$ cat config.mk
export PLATFORM = sky130hd
export DESIGN_NAME = acc_alu_core
export DESIGN_NICKNAME = d
export VERILOG_FILES = /design/src/rtl/acc_alu_pkg.sv /design/src/rtl/acc_alu_addsub.sv /design/src/rtl/acc_alu_logic.sv /design/src/rtl/acc_alu_step.sv /design/src/rtl/acc_alu_decadj.sv /design/src/rtl/acc_alu_core.sv
export SDC_FILE = /design/constraint.sdc
export NUM_CORES = 1
export LEC_CHECK = 0
export BUFFER_PORTS_ARGS = -buffer_cell sky130_fd_sc_hd__buf_2
export CORE_ASPECT_RATIO = 1.5
export CORE_MARGIN = 10
export CORE_UTILIZATION = 50
export DETAILED_ROUTE_END_ITERATION = 6
export PLACE_DENSITY = 0.69
export SLEW_MARGIN = 30
export SYNTH_ARGS = -nofsm -noshare
export SYNTH_HDL_FRONTEND = slang
export SYNTH_SLANG_ARGS = --single-unit
$ cat constraint.sdc
create_clock -name clk -period 5.5 [get_ports clk]
set_input_delay 0.275 -clock clk [delete_from_list [all_inputs] [get_ports clk]]
set_output_delay 0.275 -clock clk [all_outputs]
set_load 0.01 [all_outputs]
$ cat src/rtl/acc_alu_pkg.sv
package acc_alu_pkg;

    localparam int DW = 8;
    localparam int NW = DW / 2;

    typedef logic [DW-1:0] byte_t;

    typedef enum logic [3:0] {
        OP_ADD    = 4'd0,
        OP_ADDC   = 4'd1,
        OP_SUB    = 4'd2,
        OP_SUBB   = 4'd3,
        OP_CMP    = 4'd4,
        OP_AND    = 4'd5,
        OP_XOR    = 4'd6,
        OP_OR     = 4'd7,
        OP_INC    = 4'd8,
        OP_DEC    = 4'd9,
        OP_DECADJ = 4'd10
    } alu_op_e;

    // flag byte bit positions (decoded by neighbouring logic)
    localparam int FB_C  = 0;
    localparam int FB_N  = 1;
    localparam int FB_P  = 2;
    localparam int FB_X3 = 3;
    localparam int FB_H  = 4;
    localparam int FB_X5 = 5;
    localparam int FB_Z  = 6;
    localparam int FB_S  = 7;

    // sign, zero and even-parity bits of a result, all other bits zero
    function automatic byte_t szp_of(input byte_t r);
        byte_t f;
        f       = '0;
        f[FB_S] = r[DW-1];
        f[FB_Z] = (r == '0);
        f[FB_P] = ~^r;
        return f;
    endfunction

endpackage

$ cat src/rtl/acc_alu_addsub.sv
module acc_alu_addsub
    import acc_alu_pkg::*;
(
    input  byte_t a_in,
    input  byte_t b_in,
    input  logic  c_in,
    input  logic  sub_en,
    input  logic  cin_en,
    output byte_t res_out,
    output byte_t flg_out
);

    logic [DW:0] sum;
    byte_t       hx;
    logic        cy;

    always_comb begin
        cy = c_in & cin_en;
        if (sub_en)
            sum = {1'b0, a_in} - {1'b0, b_in} - {{DW{1'b0}}, cy};
        else
            sum = {1'b0, a_in} + {1'b0, b_in} + {{DW{1'b0}}, cy};
        hx            = a_in ^ b_in ^ sum[DW-1:0];
        res_out       = sum[DW-1:0];
        flg_out       = szp_of(sum[DW-1:0]);
        // half-carry is stored inverted for subtraction
        flg_out[FB_H] = hx[NW] ^ sub_en;
        flg_out[FB_C] = sum[DW];
        flg_out[FB_N] = sub_en;
    end

endmodule

$ cat src/rtl/acc_alu_logic.sv
module acc_alu_logic
    import acc_alu_pkg::*;
(
    input  byte_t   a_in,
    input  byte_t   b_in,
    input  alu_op_e op,
    input  logic    h_forced,
    output byte_t   res_out,
    output byte_t   flg_out
);

    always_comb begin
        case (op)
            OP_AND:  res_out = a_in & b_in;
            OP_XOR:  res_out = a_in ^ b_in;
            default: res_out = a_in | b_in;
        endcase
        flg_out = szp_of(res_out);
        if (op == OP_AND)
            flg_out[FB_H] = h_forced | a_in[NW-1] | b_in[NW-1];
    end

endmodule

$ cat src/rtl/acc_alu_step.sv
module acc_alu_step
    import acc_alu_pkg::*;
(
    input  byte_t a_in,
    input  logic  dec_en,
    input  logic  c_in,
    output byte_t res_out,
    output byte_t flg_out
);

    localparam logic [NW-1:0] NIB_FULL = '1;

    always_comb begin
        res_out = dec_en ? (a_in - byte_t'(1)) : (a_in + byte_t'(1));
        flg_out = szp_of(res_out);
        flg_out[FB_H] = dec_en ? (a_in[NW-1:0] != '0)
                               : (a_in[NW-1:0] == NIB_FULL);
        flg_out[FB_N] = dec_en;
        flg_out[FB_C] = c_in;
    end

endmodule

$ cat src/rtl/acc_alu_decadj.sv
module acc_alu_decadj
    import acc_alu_pkg::*;
(
    input  byte_t      a_in,
    input  logic       h_in,
    input  logic       c_in,
    input  logic       n_in,
    output byte_t      res_out,
    output byte_t      flg_out
);

    localparam byte_t LO_FIX = 8'h06;
    localparam byte_t HI_FIX = 8'h60;
    localparam byte_t HI_LIM = 8'h99;
    localparam logic [NW-1:0] LO_LIM = 4'd9;

    logic hi_over;

    always_comb begin
        hi_over = (a_in > HI_LIM);
        res_out = a_in;
        if ((a_in[NW-1:0] > LO_LIM) || h_in)
            res_out = res_out + LO_FIX;
        if (hi_over || c_in)
            res_out = res_out + HI_FIX;
        flg_out        = szp_of(res_out);
        flg_out[FB_H]  = a_in[NW] ^ res_out[NW];
        flg_out[FB_X5] = a_in[FB_X5];
        flg_out[FB_X3] = a_in[FB_X3];
        flg_out[FB_N]  = n_in;
        flg_out[FB_C]  = c_in | hi_over;
    end

endmodule

$ cat src/rtl/acc_alu_core.sv
module acc_alu_core
    import acc_alu_pkg::*;
(
    input  logic        clk,
    input  logic        rst_n,
    input  logic        op_go,
    input  logic [3:0]  op_sel,
    input  logic [7:0]  operand,
    input  logic        flag_mode,
    output logic [7:0]  acc_q,
    output logic [7:0]  flags_q
);

    alu_op_e op_e;
    byte_t   acc_nx, flg_nx;
    byte_t   as_res, as_flg, lg_res, lg_flg, st_res, st_flg, da_res, da_flg;
    logic    is_sub, use_cin;

    assign op_e    = alu_op_e'(op_sel);
    assign is_sub  = (op_e == OP_SUB) || (op_e == OP_SUBB) || (op_e == OP_CMP);
    assign use_cin = (op_e == OP_ADDC) || (op_e == OP_SUBB);

    acc_alu_addsub u_addsub (
        .a_in    (acc_q),
        .b_in    (operand),
        .c_in    (flags_q[FB_C]),
        .sub_en  (is_sub),
        .cin_en  (use_cin),
        .res_out (as_res),
        .flg_out (as_flg)
    );

    acc_alu_logic u_logic (
        .a_in     (acc_q),
        .b_in     (operand),
        .op       (op_e),
        .h_forced (flag_mode),
        .res_out  (lg_res),
        .flg_out  (lg_flg)
    );

    acc_alu_step u_step (
        .a_in    (acc_q),
        .dec_en  (op_e == OP_DEC),
        .c_in    (flags_q[FB_C]),
        .res_out (st_res),
        .flg_out (st_flg)
    );

    acc_alu_decadj u_decadj (
        .a_in    (acc_q),
        .h_in    (flags_q[FB_H]),
        .c_in    (flags_q[FB_C]),
        .n_in    (flags_q[FB_N]),
        .res_out (da_res),
        .flg_out (da_flg)
    );

    // next-value selection
    always_comb begin
        acc_nx = acc_q;
        flg_nx = flags_q;
        if (op_go) begin
            unique case (op_e)
                OP_ADD, OP_ADDC, OP_SUB, OP_SUBB: begin
                    acc_nx = as_res;
                    flg_nx = as_flg;
                end
                OP_CMP: flg_nx = as_flg;
                OP_AND, OP_XOR, OP_OR: begin
                    acc_nx = lg_res;
                    flg_nx = lg_flg;
                end
                OP_INC, OP_DEC: begin
                    acc_nx = st_res;
                    flg_nx = st_flg;
                end
                OP_DECADJ: begin
                    acc_nx = da_res;
                    flg_nx = da_flg;
                end
                default: ;
            endcase
        end
    end

    // register state
    always_ff @(posedge clk or negedge rst_n) begin
        if (!rst_n) begin
            acc_q   <= '0;
            flags_q <= '0;
        end else begin
            acc_q   <= acc_nx;
            flags_q <= flg_nx;
        end
    end

    AST_HOLD_WITHOUT_STROBE: assert property (@(posedge clk) disable iff (!rst_n)
        !op_go |=> ($stable(acc_q) && $stable(flags_q)));

    AST_RSVD_BITS_ZERO: assert property (@(posedge clk) disable iff (!rst_n)
        (op_go && op_sel <= 4'd9) |=> (!flags_q[FB_X5] && !flags_q[FB_X3]));

    AST_SUB_MARK_SET: assert property (@(posedge clk) disable iff (!rst_n)
        (op_go && (op_sel == 4'd2 || op_sel == 4'd3)) |=> flags_q[FB_N]);

    AST_CMP_KEEPS_ACC: assert property (@(posedge clk) disable iff (!rst_n)
        (op_go && op_sel == 4'd4) |=> (acc_q == $past(acc_q)));

    AST_AND_FORCED_H: assert property (@(posedge clk) disable iff (!rst_n)
        (op_go && op_sel == 4'd5 && flag_mode) |=> (flags_q[FB_H] && !flags_q[FB_C]));

    AST_XOR_OR_CLEAR: assert property (@(posedge clk) disable iff (!rst_n)
        (op_go && (op_sel == 4'd6 || op_sel == 4'd7)) |=> (!flags_q[FB_H] && !flags_q[FB_C]));

    AST_INC_KEEPS_CARRY: assert property (@(posedge clk) disable iff (!rst_n)
        (op_go && op_sel == 4'd8) |=> (flags_q[FB_C] == $past(flags_q[FB_C])));

    AST_DEC_KEEPS_CARRY: assert property (@(posedge clk) disable iff (!rst_n)
        (op_go && op_sel == 4'd9) |=> (flags_q[FB_C] == $past(flags_q[FB_C]) && flags_q[FB_N]));

    AST_DECADJ_KEEPS_N: assert property (@(posedge clk) disable iff (!rst_n)
        (op_go && op_sel == 4'd10) |=> (flags_q[FB_N] == $past(flags_q[FB_N])));

endmodule

-- Yosys cells after proc, flatten, opt, wreduce, memory -nomap -nowiden
Index checks and enable logic that the tools add are counted.
- output and inout bits: 16
- word-level logic and storage cells: 73
- bits of input ports: 16
- bits in registers: 16
- order comparisons: 2
- mux-type cells: 9
- reduce and logical (&&, ||, !) cells: 27
- equality and inequality tests: 11
- bitwise logic cells: 12
- $add $sub $neg: 8
- operators with widths (cell ; number):
    $pmux W8 S4 ; 2
    $logic_not A8 Y1 ; 4
    $reduce_xnor A8 Y1 ; 4
    $mux W8 ; 3
    $eq A4 B3 Y1 const B ; 4
    $eq A4 B4 Y1 const B ; 4
    $pmux W8 S2 ; 1
    $reduce_bool A4 Y1 ; 3
    $add A8 B8 Y9 ; 1
    $add A9 B1 Y9 ; 1
    $mux W9 ; 1
    $sub A8 B8 Y9 ; 1
    $sub A9 B1 Y9 ; 1
    $add A8 B1 Y8 const B ; 1
    $add A8 B3 Y8 const B ; 1
    $add A8 B7 Y8 const B ; 1
    $and A8 B8 Y8 ; 1
    $eq A4 B2 Y1 const B ; 2
    $gt A8 B8 Y1 const B ; 1
    $or A8 B8 Y8 ; 1
    $sub A8 B1 Y8 const B ; 1
    $xor A8 B8 Y8 ; 1
    $reduce_and A3 Y1 ; 2
    $reduce_bool A3 Y1 ; 2
    other kinds (15) ; 25

-- Depth between registers and ports, before layout
- depth after elaboration: 8
- mapped depth: 18
- mapped depth without buffers: 17

-- Modules after synthesis
A second synthesis with hierarchy kept.
- cell total of the unflattened synthesis: 546
- area total of the unflattened synthesis: 4340.4 um^2
- by module, submodules not included (module ; cells an instance ; instances ; seq. area each (um^2) ; area an instance (um^2)):
    acc_alu_core ; 188 ; 1 ; 400.4 ; 1597.8
    acc_alu_addsub ; 154 ; 1 ; 0.0 ; 1157.4
    acc_alu_logic ; 78 ; 1 ; 0.0 ; 625.6
    acc_alu_step ; 60 ; 1 ; 0.0 ; 489.2
    acc_alu_decadj ; 66 ; 1 ; 0.0 ; 470.5

-- Worst setup path after synthesis
OpenSTA, ideal clock, no wires.
- kind: register to register
- from: reg acc_q[1]
- to: reg flags_q[2]
- stages on the path, launching flop included: 16
- period minus slack after synthesis: 3567 ps
- setup slack: 1933 ps
- setup time: 124 ps
- data required time: 5376 ps
- data arrival time: 3443 ps
- path buffers: 1
- path through: dfrtp_1 buf_2 inv_1 ha_1 nor4_2 xnor2_1 ha_1 or3b_1 a311oi_1 ha_1 xor2_1 xnor2_1 a22oi_1 o21ai_0 a21oi_1 o21ai_1
- cells in the longest elaborated chain, start to end: 7
- elaborated cells on any way between the ends: 25
- those cells by class: add/sub: 8; order compare: 2; mux: 6; bitwise: 3; reduce/logical: 6
- ends and longest elaborated chain (element ; RTL line ; source):
    from (decl) ; acc_alu_core.sv:10 ; output logic [7:0] acc_q,
    from (signal assigned) ; acc_alu_core.sv:93 ; acc_q <= acc_nx;
    parallel branches: the longest is 6 deep, another holds $add A8 B3 Y8 ; n/a ;
    $pmux W8 S4 (*) ; acc_alu_core.sv:64 ; unique case (op_e)
    to (signal assigned) ; acc_alu_core.sv:94 ; flags_q <= flg_nx;
    to (decl) ; acc_alu_core.sv:11 ; output logic [7:0] flags_q
Every way passes the cells marked *.
A chain may end at the register's enable or synchronous reset.

-- Final worst setup path
Ends and elaborated chain as after synthesis.

==> results_dict.tcl <==
set metrics [dict create \
    antenna_left 0 \
    cp.arrival_ps 4420 \
    clockPowerShare_pct 4.7 \
    drive_above_1_share_pct 10.1 \
    routedWlPerCell_um 20.1 \
    cp_cell_sequence "inv_1 > ha_1 > nor4_2 > xnor2_1 > ha_1 > or3b_1 > a311oi_1 > ha_1 > xor2_1 > xnor2_1 > a22oi_1 > o21ai_0 > a21oi_1 > o21ai_1" \
    outcome "finished clean" \
    grt_max_degree 43 \
    fp.coreArea_sq_um 6810 \
    pwr-share-comb_pct 80.5 \
    hold_viol_final 0 \
    yosys.area.top_type "ha_1" \
    r2r_slack_ps 1200 \
    row_count 37 \
    yosys_warnings 0 \
    netlist_area_sq_um 3450 \
    slew-limit-headroom_pct 45.8 \
    power.density_nw_per_um2 550 \
    fp.dieW_um 87.8 \
    synth_mux_area_share_pct 2.32 \
    cpPeakStageDelay_ps 760 \
    start_util_pct 50.7 \
    antenna_cells 0 \
    overflow 0 \
    root_buffer "clkbuf_8" \
    routed-via-count 3399 \
    maxCapViolCount 0 \
    cpMostUsedCell "ha_1" \
    holdCritPathClass "primary input to register" \
    htreeDepth 1 \
    post-dp-hpwl_um 8490 \
    finalNonFillerCells 534 \
    clkSlewWorstSetupHoldPaths_ps 70 \
    cp-end-kind "register" \
    r2r_end "flags_q[2]" \
    whs_endpoint "flags_q[1]" \
    fin_crit_ps 4300 \
    route.final.wire_length_um 10800 \
    synth-edff-count 0 \
    peakVddDrop_mv 0.293 \
    critical_path_required_ps 5620 \
    setup_viol 0 \
    dieHeight_um 122 \
    cts_buffer_depth 2 \
    place.gp.congestion 0.962 \
    avgSynthCellArea_sq_um 7.72 \
    skew_ps 2.70 \
    fin_crit_sh_pct 78.2 \
    yosysUniqueCellTypes 70 \
    cp_max_fo 17 \
    p_switching_mw 1.07 \
    tns_ps 0 \
    synth.ff_latch_count 16 \
    cts_buffers 3 \
    vias_per_cell 6.37 \
    worstRegToRegCells 14 \
    cts.repair.resized 0 \
    tightest_slew_ps 813 \
    syn_inst 447 \
    cpMaxStageDelayCell "dfrtp_1" \
    cts_sinks 16 \
    synth_compound_gate_area_share_pct 29.0 \
    antenna_found_initial 0 \
    ys_seq_area_share_pct 11.6 \
    p_int_mw 0.918 \
    drt-pass1-iter-count 5 \
    tritoncts "built" \
    hold_path.startpoint "op_go" \
    post-synth-top-area-fraction_pct 19.6 \
    p_leak_nw 1.68 \
    slew_violations 0 \
    place_inst 530 \
    synth-simple-area-share_pct 18.8 \
    synth_adder_area_share_pct 22.5 \
    synth_top_cells_by_area "ha_1 (20%), dfrtp_1 (12%), xnor2_1 (4.1%), xor2_1 (3.8%), nor2_1 (3.7%)" \
    portBuffers 31 \
    synth_top_family_by_area "compound AO/OA/AOI/OAI gates" \
    final_nets 533 \
    netSwitchingFraction_pct 53.9 \
    grt_pass1_wl_um 16900 \
    drtIter0Drc 269 \
    rsz0062_at_grt "false" \
    sequentialPowerShare_pct 14.8 \
    max_clock_freq_mhz 232 \
    critPathLaunchType "register" \
    drc_errors 0 \
    grt_pass1_vias 3295 \
    grtUsageTotal_pct 19.6 \
    ys_async_sr_fraction_pct 100 \
    ios 32 \
    crit_type "register to register" \
    whs_path_depth 2 \
    syn2layout_area_growth_pct 4.89 \
    synth_xor_area_share_pct 7.87 \
    clk_latency_ps 260 \
    timing.rr.start "acc_q[1]" \
    synth_nets 522 \
    ys.flop_type "dfrtp_1" \
    die-area_sq_um 10700 \
]
metrics by stage:
step | total power, mW | util, % | area [sq um] | hold slack, ps | setup WS, ps
6_report | 1.99 | 53.2 | 3620 | 291 | 1200
5_1_grt | 2.18 | 53.2 | 3620 | 303 | 826
4_1_cts | 1.97 | 53.2 | 3620 | 291 | 1210
3_5_place_dp | 1.87 | 52.4 | 3570 | 216 | 1230
3_3_place_gp | 1.85 | 52.4 | 3570 | 214 | 1340
2_1_floorplan | 1.50 | - | 3450 | -20.6 | 1930
what timing repair did:
action	in CTS	in global routing
endpoints found under the setup margin	0	0
hold buffers	1	0
buffers inserted	0	0
endpoints found under the hold margin	16	0
power groups by stage:
stage | registers, mW | clock network, mW | logic (mW)
after floorplan | 0.222 | 0 | 1.28
after global placement | 0.289 | 0 | 1.56
after detailed placement | 0.292 | 0 | 1.58
after CTS | 0.289 | 0.0930 | 1.59
after global routing | 0.304 | 0.0976 | 1.78
final | 0.294 | 0.0941 | 1.60
worst max-delay path, delay by kind of cell, from the launching register on:
kind,cells,cell delay (ps)
and+or+nand+nor,2,790
xor gates and xnor gates,3,420
buffers and inverters,1,300
DFF,1,760
AOI/OAI and AO/OA,5,990
adders and majority gates,3,900
area by class of cell:
class | instances | area, sq um
clock buffers | 3 | 41.3
repair buffers | 33 | 173
inverters | 35 | 131
multi-input cells | 369 | 2780
flip-flops and latches | 16 | 400
fillers | 686 | 3190
well taps | 78 | 97.6
cell usage in the layout (no fill, tap or decap), types with 3 or more instances in the layout:
cell      Yosys  layout
a311oi_1      6       6
buf_2        18      31
a21o_1        9       9
nand3_1       4       4
nand2_1      32      32
o22ai_1       7       7
o21ai_0      18      18
xnor2_1      16      16
nor2_1       34      34
o31ai_1       5       5
a31oi_1      11      11
inv_1        33      33
ha_1         54      54
fa_1          5       5
o221a_1       4       4
nand4_1       6       6
o22a_1        6       6
o211ai_1      4       4
nand2b_1      4       4
nor2b_1       5       5
mux2i_1       8       8
a22oi_1       4       4
a211oi_1      8       8
o21ai_1      15      15
or3_1         5       5
clkbuf_8      0       3
o21a_1        3       3
a21oi_1      22      22
nor3_1       14      14
a221oi_1      3       3
xor2_1       15      15
dfrtp_1      16      16
layer usage:
layer / wire [um] / share of wire, % / vias up / GRT usage [%]
met3: 555 / 5.2 / 30 / 1.67
li1: - / - / 1671 / -
met5: 0 / 0 / - / 0
met1: 4300 / 40 / 1574 / 22.6
met4: 284 / 2.6 / 0 / 7.10
met2: 5620 / 52 / 124 / 36.0
worst max-delay path by stage:
stage | start | endpoint | slack [ps] | cells past startpoint
floorplan | acc_q[1] | flags_q[2] | 1930 | 15
global placement | acc_q[1] | flags_q[2] | 1340 | 14
detailed placement | acc_q[1] | flags_q[2] | 1230 | 14
CTS | acc_q[1] | flags_q[2] | 1210 | 14
global route | acc_q[1] | flags_q[2] | 830 | 14
finish | acc_q[1] | flags_q[2] | 1200 | 14
flip-flops by register name, indices dropped and copies added (netlist names):
name	flops
acc_q	8
flags_q	8
cell usage after synthesis (3+ instances only):
cell type,count
o22ai_1,7
a31oi_1,11
a211oi_1,8
o21ai_1,15
clkbuf_1,4
buf_2,18
buf_4,3
a21o_1,9
o31ai_1,5
o22a_1,6
nor3_1,14
nand4_1,6
o211ai_1,4
o21ai_0,18
nand2_1,32
o21a_1,3
fa_1,5
dfrtp_1,16
inv_1,33
ha_1,54
nor2b_1,5
a21oi_1,22
or3_1,5
a221oi_1,3
nand2b_1,4
mux2i_1,8
a311oi_1,6
o221a_1,4
nand3_1,4
nor2_1,34
a22oi_1,4
xnor2_1,16
xor2_1,15
cells by family (layout without fill, tap and decap cells):
logic type               count (synthesis)  in the layout
AO/OA/AOI/OAI                          145            145
AND/OR/NAND/NOR                        126            126
buffers and inverters                   62             71
adder cells (fa/ha/maj)                 59             59
XOR/XNOR                                31             31
flip-flops                              16             16
multiplexers                             8              8
(Power assumes the default switching activity.)
